$ cat config.mk
export PLATFORM = sky130hd
export DESIGN_NAME = rtc_calendar_core
export DESIGN_NICKNAME = d
export VERILOG_FILES = /design/src/rtl/rtc_cal_pkg.sv /design/src/rtl/rtc_hour_step.sv /design/src/rtl/rtc_date_step.sv /design/src/rtl/rtc_snapshot.sv /design/src/rtl/rtc_calendar_core.sv
export SDC_FILE = /design/constraint.sdc
export NUM_CORES = 1
export LEC_CHECK = 0
export ABC_AREA = 1
export BUFFER_PORTS_ARGS = -buffer_cell sky130_fd_sc_hd__buf_2
export CORE_AREA = 2 2 114 83
export DETAILED_ROUTE_END_ITERATION = 10
export DIE_AREA = 0 0 116 85
export PLACE_DENSITY = 0.77
export RECOVER_POWER = 25
export SETUP_SLACK_MARGIN = 0.1
export SLEW_MARGIN = 20
export SYNTH_ARGS = -nofsm -noshare
export SYNTH_HDL_FRONTEND = slang
export SYNTH_SLANG_ARGS = --single-unit
$ cat constraint.sdc
create_clock -name clk -period 4.4 [get_ports clk]
set_input_delay 0.66 -clock clk [delete_from_list [all_inputs] [get_ports clk]]
set_output_delay 0.66 -clock clk [all_outputs]
set_load 0.1 [all_outputs]
$ cat src/rtl/rtc_cal_pkg.sv
package rtc_cal_pkg;

    localparam int REG_COUNT = 7;
    localparam int IDX_W     = 3;
    localparam int BYTE_W    = 8;

    typedef enum logic [IDX_W-1:0] {
        IX_SEC   = 3'd0,
        IX_MIN   = 3'd1,
        IX_HOUR  = 3'd2,
        IX_DOW   = 3'd3,
        IX_DATE  = 3'd4,
        IX_MONTH = 3'd5,
        IX_YEAR  = 3'd6,
        IX_NONE  = 3'd7
    } reg_ix_e;

    // Bits that carry meaning in each register
    function automatic logic [BYTE_W-1:0] field_mask(input int i);
        case (i)
            0:       return 8'hFF;
            1:       return 8'h7F;
            2:       return 8'h7F;
            3:       return 8'h07;
            4:       return 8'h3F;
            5:       return 8'h1F;
            6:       return 8'hFF;
            default: return 8'h00;
        endcase
    endfunction

    function automatic logic [BYTE_W-1:0] reset_value(input int i);
        case (i)
            3, 4, 5: return 8'h01;
            default: return 8'h00;
        endcase
    endfunction

    // Two-digit BCD increment without range wrap
    function automatic logic [7:0] bcd_inc(input logic [7:0] v);
        if (v[3:0] == 4'd9)
            return {v[7:4] + 4'd1, 4'd0};
        else
            return {v[7:4], v[3:0] + 4'd1};
    endfunction

    // BCD year divisible by four
    function automatic logic leap_year(input logic [7:0] y);
        logic [6:0] bin;
        bin = 7'(y[7:4]) * 7'd10 + 7'(y[3:0]);
        return (bin[1:0] == 2'b00);
    endfunction

    function automatic logic [7:0] last_date(input logic [7:0] month, input logic [7:0] year);
        case (month)
            8'h02:                      return leap_year(year) ? 8'h29 : 8'h28;
            8'h04, 8'h06, 8'h09, 8'h11: return 8'h30;
            default:                    return 8'h31;
        endcase
    endfunction

endpackage

$ cat src/rtl/rtc_hour_step.sv
module rtc_hour_step
    import rtc_cal_pkg::*;
(
    input  logic [6:0] hour_in,
    output logic [7:0] hour_out,
    output logic       day_carry
);
    logic [4:0] h12;
    logic       pm;
    logic [7:0] inc12;
    logic [7:0] inc24;

    always_comb begin
        h12       = hour_in[4:0];
        pm        = hour_in[5];
        inc12     = bcd_inc({3'b000, h12});
        inc24     = bcd_inc({2'b00, hour_in[5:0]});
        day_carry = 1'b0;
        hour_out  = {1'b0, hour_in};
        if (hour_in[6]) begin
            if (h12 == 5'h12) begin
                hour_out = {2'b01, pm, 5'h01};
            end else if (h12 == 5'h11) begin
                hour_out  = {2'b01, ~pm, 5'h12};
                day_carry = pm;
            end else begin
                hour_out = {2'b01, pm, 5'b0} | (inc12 & 8'h1F);
            end
        end else begin
            if (hour_in[5:0] == 6'h23) begin
                hour_out  = 8'h00;
                day_carry = 1'b1;
            end else begin
                hour_out = inc24 & 8'h3F;
            end
        end
    end
endmodule

$ cat src/rtl/rtc_date_step.sv
module rtc_date_step
    import rtc_cal_pkg::*;
(
    input  logic [2:0] dow_in,
    input  logic [5:0] date_in,
    input  logic [4:0] month_in,
    input  logic [7:0] year_in,
    output logic [7:0] dow_out,
    output logic [7:0] date_out,
    output logic [7:0] month_out,
    output logic [7:0] year_out,
    output logic       month_roll
);
    logic [7:0] date_b;
    logic [7:0] month_b;
    logic       year_roll;

    always_comb begin
        date_b     = {2'b00, date_in};
        month_b    = {3'b000, month_in};
        dow_out    = (dow_in == 3'd7) ? 8'h01 : {5'b0, dow_in + 3'd1};
        month_roll = (date_b == last_date(month_b, year_in));
        date_out   = month_roll ? 8'h01 : bcd_inc(date_b);
        year_roll  = month_roll && (month_b == 8'h12);
        if (!month_roll)
            month_out = month_b;
        else if (month_b == 8'h12)
            month_out = 8'h01;
        else
            month_out = bcd_inc(month_b);
        if (!year_roll)
            year_out = year_in;
        else if (year_in == 8'h99)
            year_out = 8'h00;
        else
            year_out = bcd_inc(year_in);
    end
endmodule

$ cat src/rtl/rtc_snapshot.sv
module rtc_snapshot
    import rtc_cal_pkg::*;
(
    input  logic                          clk,
    input  logic                          rst,
    input  logic                          capture,
    input  logic [REG_COUNT*BYTE_W-1:0]   live_flat,
    input  logic [IDX_W-1:0]              rd_idx,
    output logic [BYTE_W-1:0]             rd_data
);
    logic [BYTE_W-1:0] shadow [REG_COUNT];

    for (genvar i = 0; i < REG_COUNT; i++) begin : g_shadow
        logic [BYTE_W-1:0] q;
        always_ff @(posedge clk) begin
            if (rst)
                q <= reset_value(i);
            else if (capture)
                q <= live_flat[i*BYTE_W +: BYTE_W];
        end
        assign shadow[i] = q;
    end

    always_comb begin
        rd_data = '0;
        for (int k = 0; k < REG_COUNT; k++)
            if (rd_idx == IDX_W'(k))
                rd_data = shadow[k];
    end

    AST_SNAP_HOLD: assert property (@(posedge clk) disable iff (rst)
        !capture |=> $stable(shadow[0]) && $stable(shadow[1]) && $stable(shadow[4]));
    AST_SNAP_LOAD: assert property (@(posedge clk) disable iff (rst)
        capture |=> shadow[0] == $past(live_flat[BYTE_W-1:0]));
    AST_PAD_ZERO: assert property (@(posedge clk) disable iff (rst)
        shadow[3][7:3] == 5'd0 && shadow[5][7:5] == 3'd0 && shadow[2][7] == 1'b0);
endmodule

$ cat src/rtl/rtc_calendar_core.sv
module rtc_calendar_core
    import rtc_cal_pkg::*;
(
    input  logic              clk,
    input  logic              rst,
    input  logic              tick_1hz,
    input  logic              wr_en,
    input  logic [IDX_W-1:0]  wr_idx,
    input  logic [BYTE_W-1:0] wr_data,
    input  logic              snap_req,
    input  logic [IDX_W-1:0]  rd_idx,
    output logic [BYTE_W-1:0] rd_data,
    output logic              sec_written
);
    logic [BYTE_W-1:0]             cur [REG_COUNT];
    logic [BYTE_W-1:0]             nxt [REG_COUNT];
    logic [REG_COUNT*BYTE_W-1:0]   live_flat;

    logic       halted, advance;
    logic       sec_wrap, hour_adv, day_roll;
    logic [7:0] hr_next;
    logic       hr_carry;
    logic [7:0] dow_n, date_n, month_n, year_n;
    logic       month_roll;

    assign halted  = cur[IX_SEC][7];
    assign advance = tick_1hz && !halted && !wr_en;

    rtc_hour_step u_hour (
        .hour_in   (cur[IX_HOUR][6:0]),
        .hour_out  (hr_next),
        .day_carry (hr_carry)
    );

    rtc_date_step u_date (
        .dow_in     (cur[IX_DOW][2:0]),
        .date_in    (cur[IX_DATE][5:0]),
        .month_in   (cur[IX_MONTH][4:0]),
        .year_in    (cur[IX_YEAR]),
        .dow_out    (dow_n),
        .date_out   (date_n),
        .month_out  (month_n),
        .year_out   (year_n),
        .month_roll (month_roll)
    );

    always_comb begin
        sec_wrap = (cur[IX_SEC][6:0] == 7'h59);
        hour_adv = sec_wrap && (cur[IX_MIN][6:0] == 7'h59);
        day_roll = hour_adv && hr_carry;

        nxt[IX_SEC]   = sec_wrap ? {halted, 7'h00}
                                 : ({halted, 7'b0} | (bcd_inc({1'b0, cur[IX_SEC][6:0]}) & 8'h7F));
        if (!sec_wrap)
            nxt[IX_MIN] = cur[IX_MIN];
        else if (cur[IX_MIN][6:0] == 7'h59)
            nxt[IX_MIN] = 8'h00;
        else
            nxt[IX_MIN] = bcd_inc(cur[IX_MIN]) & 8'h7F;
        nxt[IX_HOUR]  = hour_adv ? hr_next : cur[IX_HOUR];
        nxt[IX_DOW]   = day_roll ? dow_n   : cur[IX_DOW];
        nxt[IX_DATE]  = day_roll ? date_n  : cur[IX_DATE];
        nxt[IX_MONTH] = day_roll ? month_n : cur[IX_MONTH];
        nxt[IX_YEAR]  = day_roll ? year_n  : cur[IX_YEAR];
    end

    for (genvar i = 0; i < REG_COUNT; i++) begin : g_reg
        logic [BYTE_W-1:0] q;
        always_ff @(posedge clk) begin
            if (rst)
                q <= reset_value(i);
            else if (wr_en && wr_idx == IDX_W'(i))
                q <= wr_data & field_mask(i);
            else if (advance)
                q <= nxt[i];
        end
        assign cur[i] = q;
        assign live_flat[i*BYTE_W +: BYTE_W] = q;
    end

    always_ff @(posedge clk) begin
        if (rst)
            sec_written <= 1'b0;
        else
            sec_written <= wr_en && (wr_idx == IX_SEC);
    end

    rtc_snapshot u_snap (
        .clk       (clk),
        .rst       (rst),
        .capture   (snap_req),
        .live_flat (live_flat),
        .rd_idx    (rd_idx),
        .rd_data   (rd_data)
    );

    AST_SEC_WRAP: assert property (@(posedge clk) disable iff (rst)
        advance && cur[IX_SEC][6:0] == 7'h59 |=> cur[IX_SEC][6:0] == 7'h00 && cur[IX_MIN] != $past(cur[IX_MIN]));
    AST_HALT_FREEZE: assert property (@(posedge clk) disable iff (rst)
        halted && !wr_en |=> $stable(cur[IX_SEC]) && $stable(cur[IX_MIN]) && $stable(cur[IX_HOUR]));
    AST_HOUR24_WRAP: assert property (@(posedge clk) disable iff (rst)
        advance && hour_adv && cur[IX_HOUR] == 8'h23 |=> cur[IX_HOUR] == 8'h00);
    AST_HOUR12_PM: assert property (@(posedge clk) disable iff (rst)
        advance && hour_adv && cur[IX_HOUR][6] && cur[IX_HOUR][4:0] == 5'h11 |=> cur[IX_HOUR][5] != $past(cur[IX_HOUR][5]));
    AST_DOW_WRAP: assert property (@(posedge clk) disable iff (rst)
        advance && day_roll && cur[IX_DOW] == 8'h07 |=> cur[IX_DOW] == 8'h01);
    AST_DATE_RESTART: assert property (@(posedge clk) disable iff (rst)
        advance && day_roll && month_roll |=> cur[IX_DATE] == 8'h01);
    AST_WR_LOAD: assert property (@(posedge clk) disable iff (rst)
        wr_en && wr_idx == IX_MIN |=> cur[IX_MIN] == ($past(wr_data) & 8'h7F));
    AST_SECW_PULSE: assert property (@(posedge clk) disable iff (rst)
        wr_en && wr_idx == IX_SEC |=> sec_written);
endmodule

==> flow_summary.json <==
{
  "status": "finished, final reports clean",
  "min_from": "u_snap.g_shadow[1].q[3]$_SDFFE_PP0P_",
  "synth_area_leaders": "dfxtp_1, nand2_1, o21ai_0",
  "rr_startpoint": "g_reg[0].q[5]$_SDFFE_PP0P_",
  "timing.rr.end": "g_reg[2].q[2]$_SDFFE_PP0P_",
  "die_area_sq_um": 9860,
  "syn_avg_cell_area_sq_um": 7.01,
  "post-dp-hpwl_um": 10800,
  "setup_tns_ps": 0,
  "min_period_ps": 3100,
  "drive_above_1_share_pct": 11.4,
  "antenna_found_initial": 0,
  "syn_nets": 765,
  "diodes": 0,
  "hold_viol_final": 0,
  "whs_ps": 473,
  "critPathCaptureType": "primary output",
  "fillCellCount": 807,
  "worstHoldEndpoint": "u_snap.g_shadow[1].q[3]$_SDFFE_PP0P_",
  "worstMarginPinSlew_ps": 1340,
  "wl_per_cell_um": 16.6,
  "slew_headroom_pct": 10.9,
  "path_class": "primary input to primary output",
  "pre_cts_ws_ps": 1360,
  "leakagePower_nw": 2.42,
  "critical_path.max_fanout": 12,
  "synth_warnings": 0,
  "cts_setup_buffers": 0,
  "die_h_um": 85,
  "ys_seq_area_share_pct": 36.4,
  "wl_met3_um": 1740,
  "synthTopCellsByCount": "nand2_1, dfxtp_1, nor2_1",
  "synth_most_common_cell": "nand2_1",
  "rows": 29,
  "hold_buffers": 0,
  "cts_resized": 0,
  "syn_to_final_growth_pct": 9.34,
  "cts.clk_slew.worst_paths_ps": 70,
  "setup_viol": 0,
  "grt_pass1_wl_um": 22600,
  "fin_nets": 782,
  "top_layer_used": "met4",
  "routed-via-count": 5152,
  "worst_slack_ps": 1300,
  "start_util_pct": 58.3,
  "drt_drc_violations_left": 0,
  "rsz0062_at_grt": "no",
  "worstPathArrival_ps": 2440,
  "synthFlopType": "dfxtp_1",
  "r2r_slack_ps": 2300,
  "period_share_pct": 70.4,
  "core_sq_um": 8780,
  "critPathLaunchType": "primary input",
  "grt_start_max_net_pins": 76,
  "wl_met2_um": 5700,
  "ys_types": 43,
  "clock_latency_ps": 350,
  "cts_tree": "built",
  "gr-total-overflow": 0,
  "ant_nets": 0,
  "power.density_nw_per_um2": 328,
  "first_global_vias": 4425,
  "synth.top_cell.area_share_pct": 36.4,
  "cts_num_sinks": 93,
  "slew_viol_final": 0,
  "ys_seq_elements": 93,
  "tritoncts.num_buffers": 9,
  "wirelength_met1_um": 6740,
  "reg2reg_depth": 13,
  "syn_inst": 730,
  "first_iter_violations": 519,
  "cts_max_path_buffers": 2,
  "dpl_cell_area_sq_um": 5320,
  "die_w_um": 116,
  "fin_worst_skew_ps": 5.88,
  "irDropWorstVdd_mv": 0.274,
  "synth-edff-count": 0,
  "routabilityCongestion": 0.944,
  "portBuffers": 27,
  "vias_per_cell": 5.88,
  "netlist_area_sq_um": 5120,
  "fin_area_sq_um": 5600,
  "max_freq_ghz": 0.323,
  "synth_area_leader_cell": "dfxtp_1",
  "htree_levels": 3,
  "first_pass_iters": 5,
  "wl_um": 14500,
  "hp-class": "flop to flop",
  "min_path_cells": 2,
  "root_buffer": "clkbuf_16",
  "synth_async_sr_flop_share_pct": 0,
  "cp.required_ps": 3740,
  "grt.total_usage_pct": 30.1,
  "drv_cap": 0,
  "io_pins": 28
}
[stage by stage]
stage	total power, mW	util [%]	instances
floorplan	1.05	-	730
global placement	1.11	60.6	860
detailed placement	1.11	60.6	860
CTS	1.84	63.8	876
global route	1.89	63.7	876
finish	1.83	63.7	876
[critical path: stages]
cell and delay [ps]:
buf_2 110, inv_1 160, nor3_1 780, a32o_1 270, buf_2 450
[layer usage]
metal  global-route usage [%]  vias to the layer above
met1                     46.1                     2377
met2                     40.8                      267
met5                        0                        -
li1                         -                     2476
met4                     9.52                        0
met3                     8.00                       32
[cell type report]
class / count / area, sq um / area share (%)
multi-input combinational: 525 / 2820 / 50.4
sequential: 93 / 1860 / 33.3
inverter: 89 / 334 / 5.97
clock buffer: 10 / 229 / 4.09
tap: 124 / 155 / 2.77
timing repair buffer: 29 / 145 / 2.59
clock inverter: 6 / 47.5 / 0.850
[worst max-delay path by stage]
stage,start,end,slack [ps],cells past startpoint
floorplan,rd_idx[2],rd_data[0],1590,6
global placement,rd_idx[2],rd_data[5],1480,6
detailed placement,rd_idx[2],rd_data[5],1360,6
CTS,rd_idx[2],rd_data[5],1360,6
global route,rd_idx[2],rd_data[5],1140,6
finish,rd_idx[2],rd_data[7],1300,5
[cell families after synthesis]
kind of cell | share of synthesized area, %
AO/OA/AOI/OAI | 21.0
XOR/XNOR | 2.03
adder cells (fa/ha/maj) | 3.91
buffers and inverters | 8.46
flip-flops | 36.4
AND/OR/NAND/NOR | 28.2
[where the power goes]
part / switching (mW) / internal, mW
clock: 0.347 / 0.388
sequential: 0.0241 / 0.872
combinational: 0.153 / 0.0513
[flip-flops by register name, summed over array words and instances, names as in the netlist]
| register | flops |
|---|---|
| g.q | 46 |
| u_snap.g_shadow.q | 46 |
| sec_written | 1 |
[layout by cell type (no fill, tap or decap), types with 3 or more instances in the layout]
cell | netlist | layout
nor3_1 | 10 | 10
a31oi_1 | 5 | 5
o21ai_0 | 72 | 72
dfxtp_1 | 93 | 93
nand3b_1 | 3 | 3
a21oi_1 | 71 | 71
nand3_2 | 3 | 3
a22oi_1 | 4 | 4
clkbuf_1 | 20 | 3
nand3_1 | 53 | 53
nand4_1 | 7 | 7
nor2_1 | 86 | 86
xnor2_1 | 3 | 3
xor2_1 | 7 | 7
nand3_4 | 4 | 4
o211ai_1 | 6 | 6
nor2_2 | 9 | 9
ha_1 | 16 | 16
nand2_4 | 4 | 4
inv_2 | 8 | 8
o21ai_1 | 3 | 3
nand2_1 | 114 | 114
o22ai_1 | 12 | 12
clkbuf_16 | 0 | 9
nor2_4 | 3 | 3
o21bai_1 | 3 | 3
nand2_2 | 9 | 9
buf_2 | 1 | 25
inv_1 | 81 | 80
Note: power is estimated with default switching activity, not from simulation.
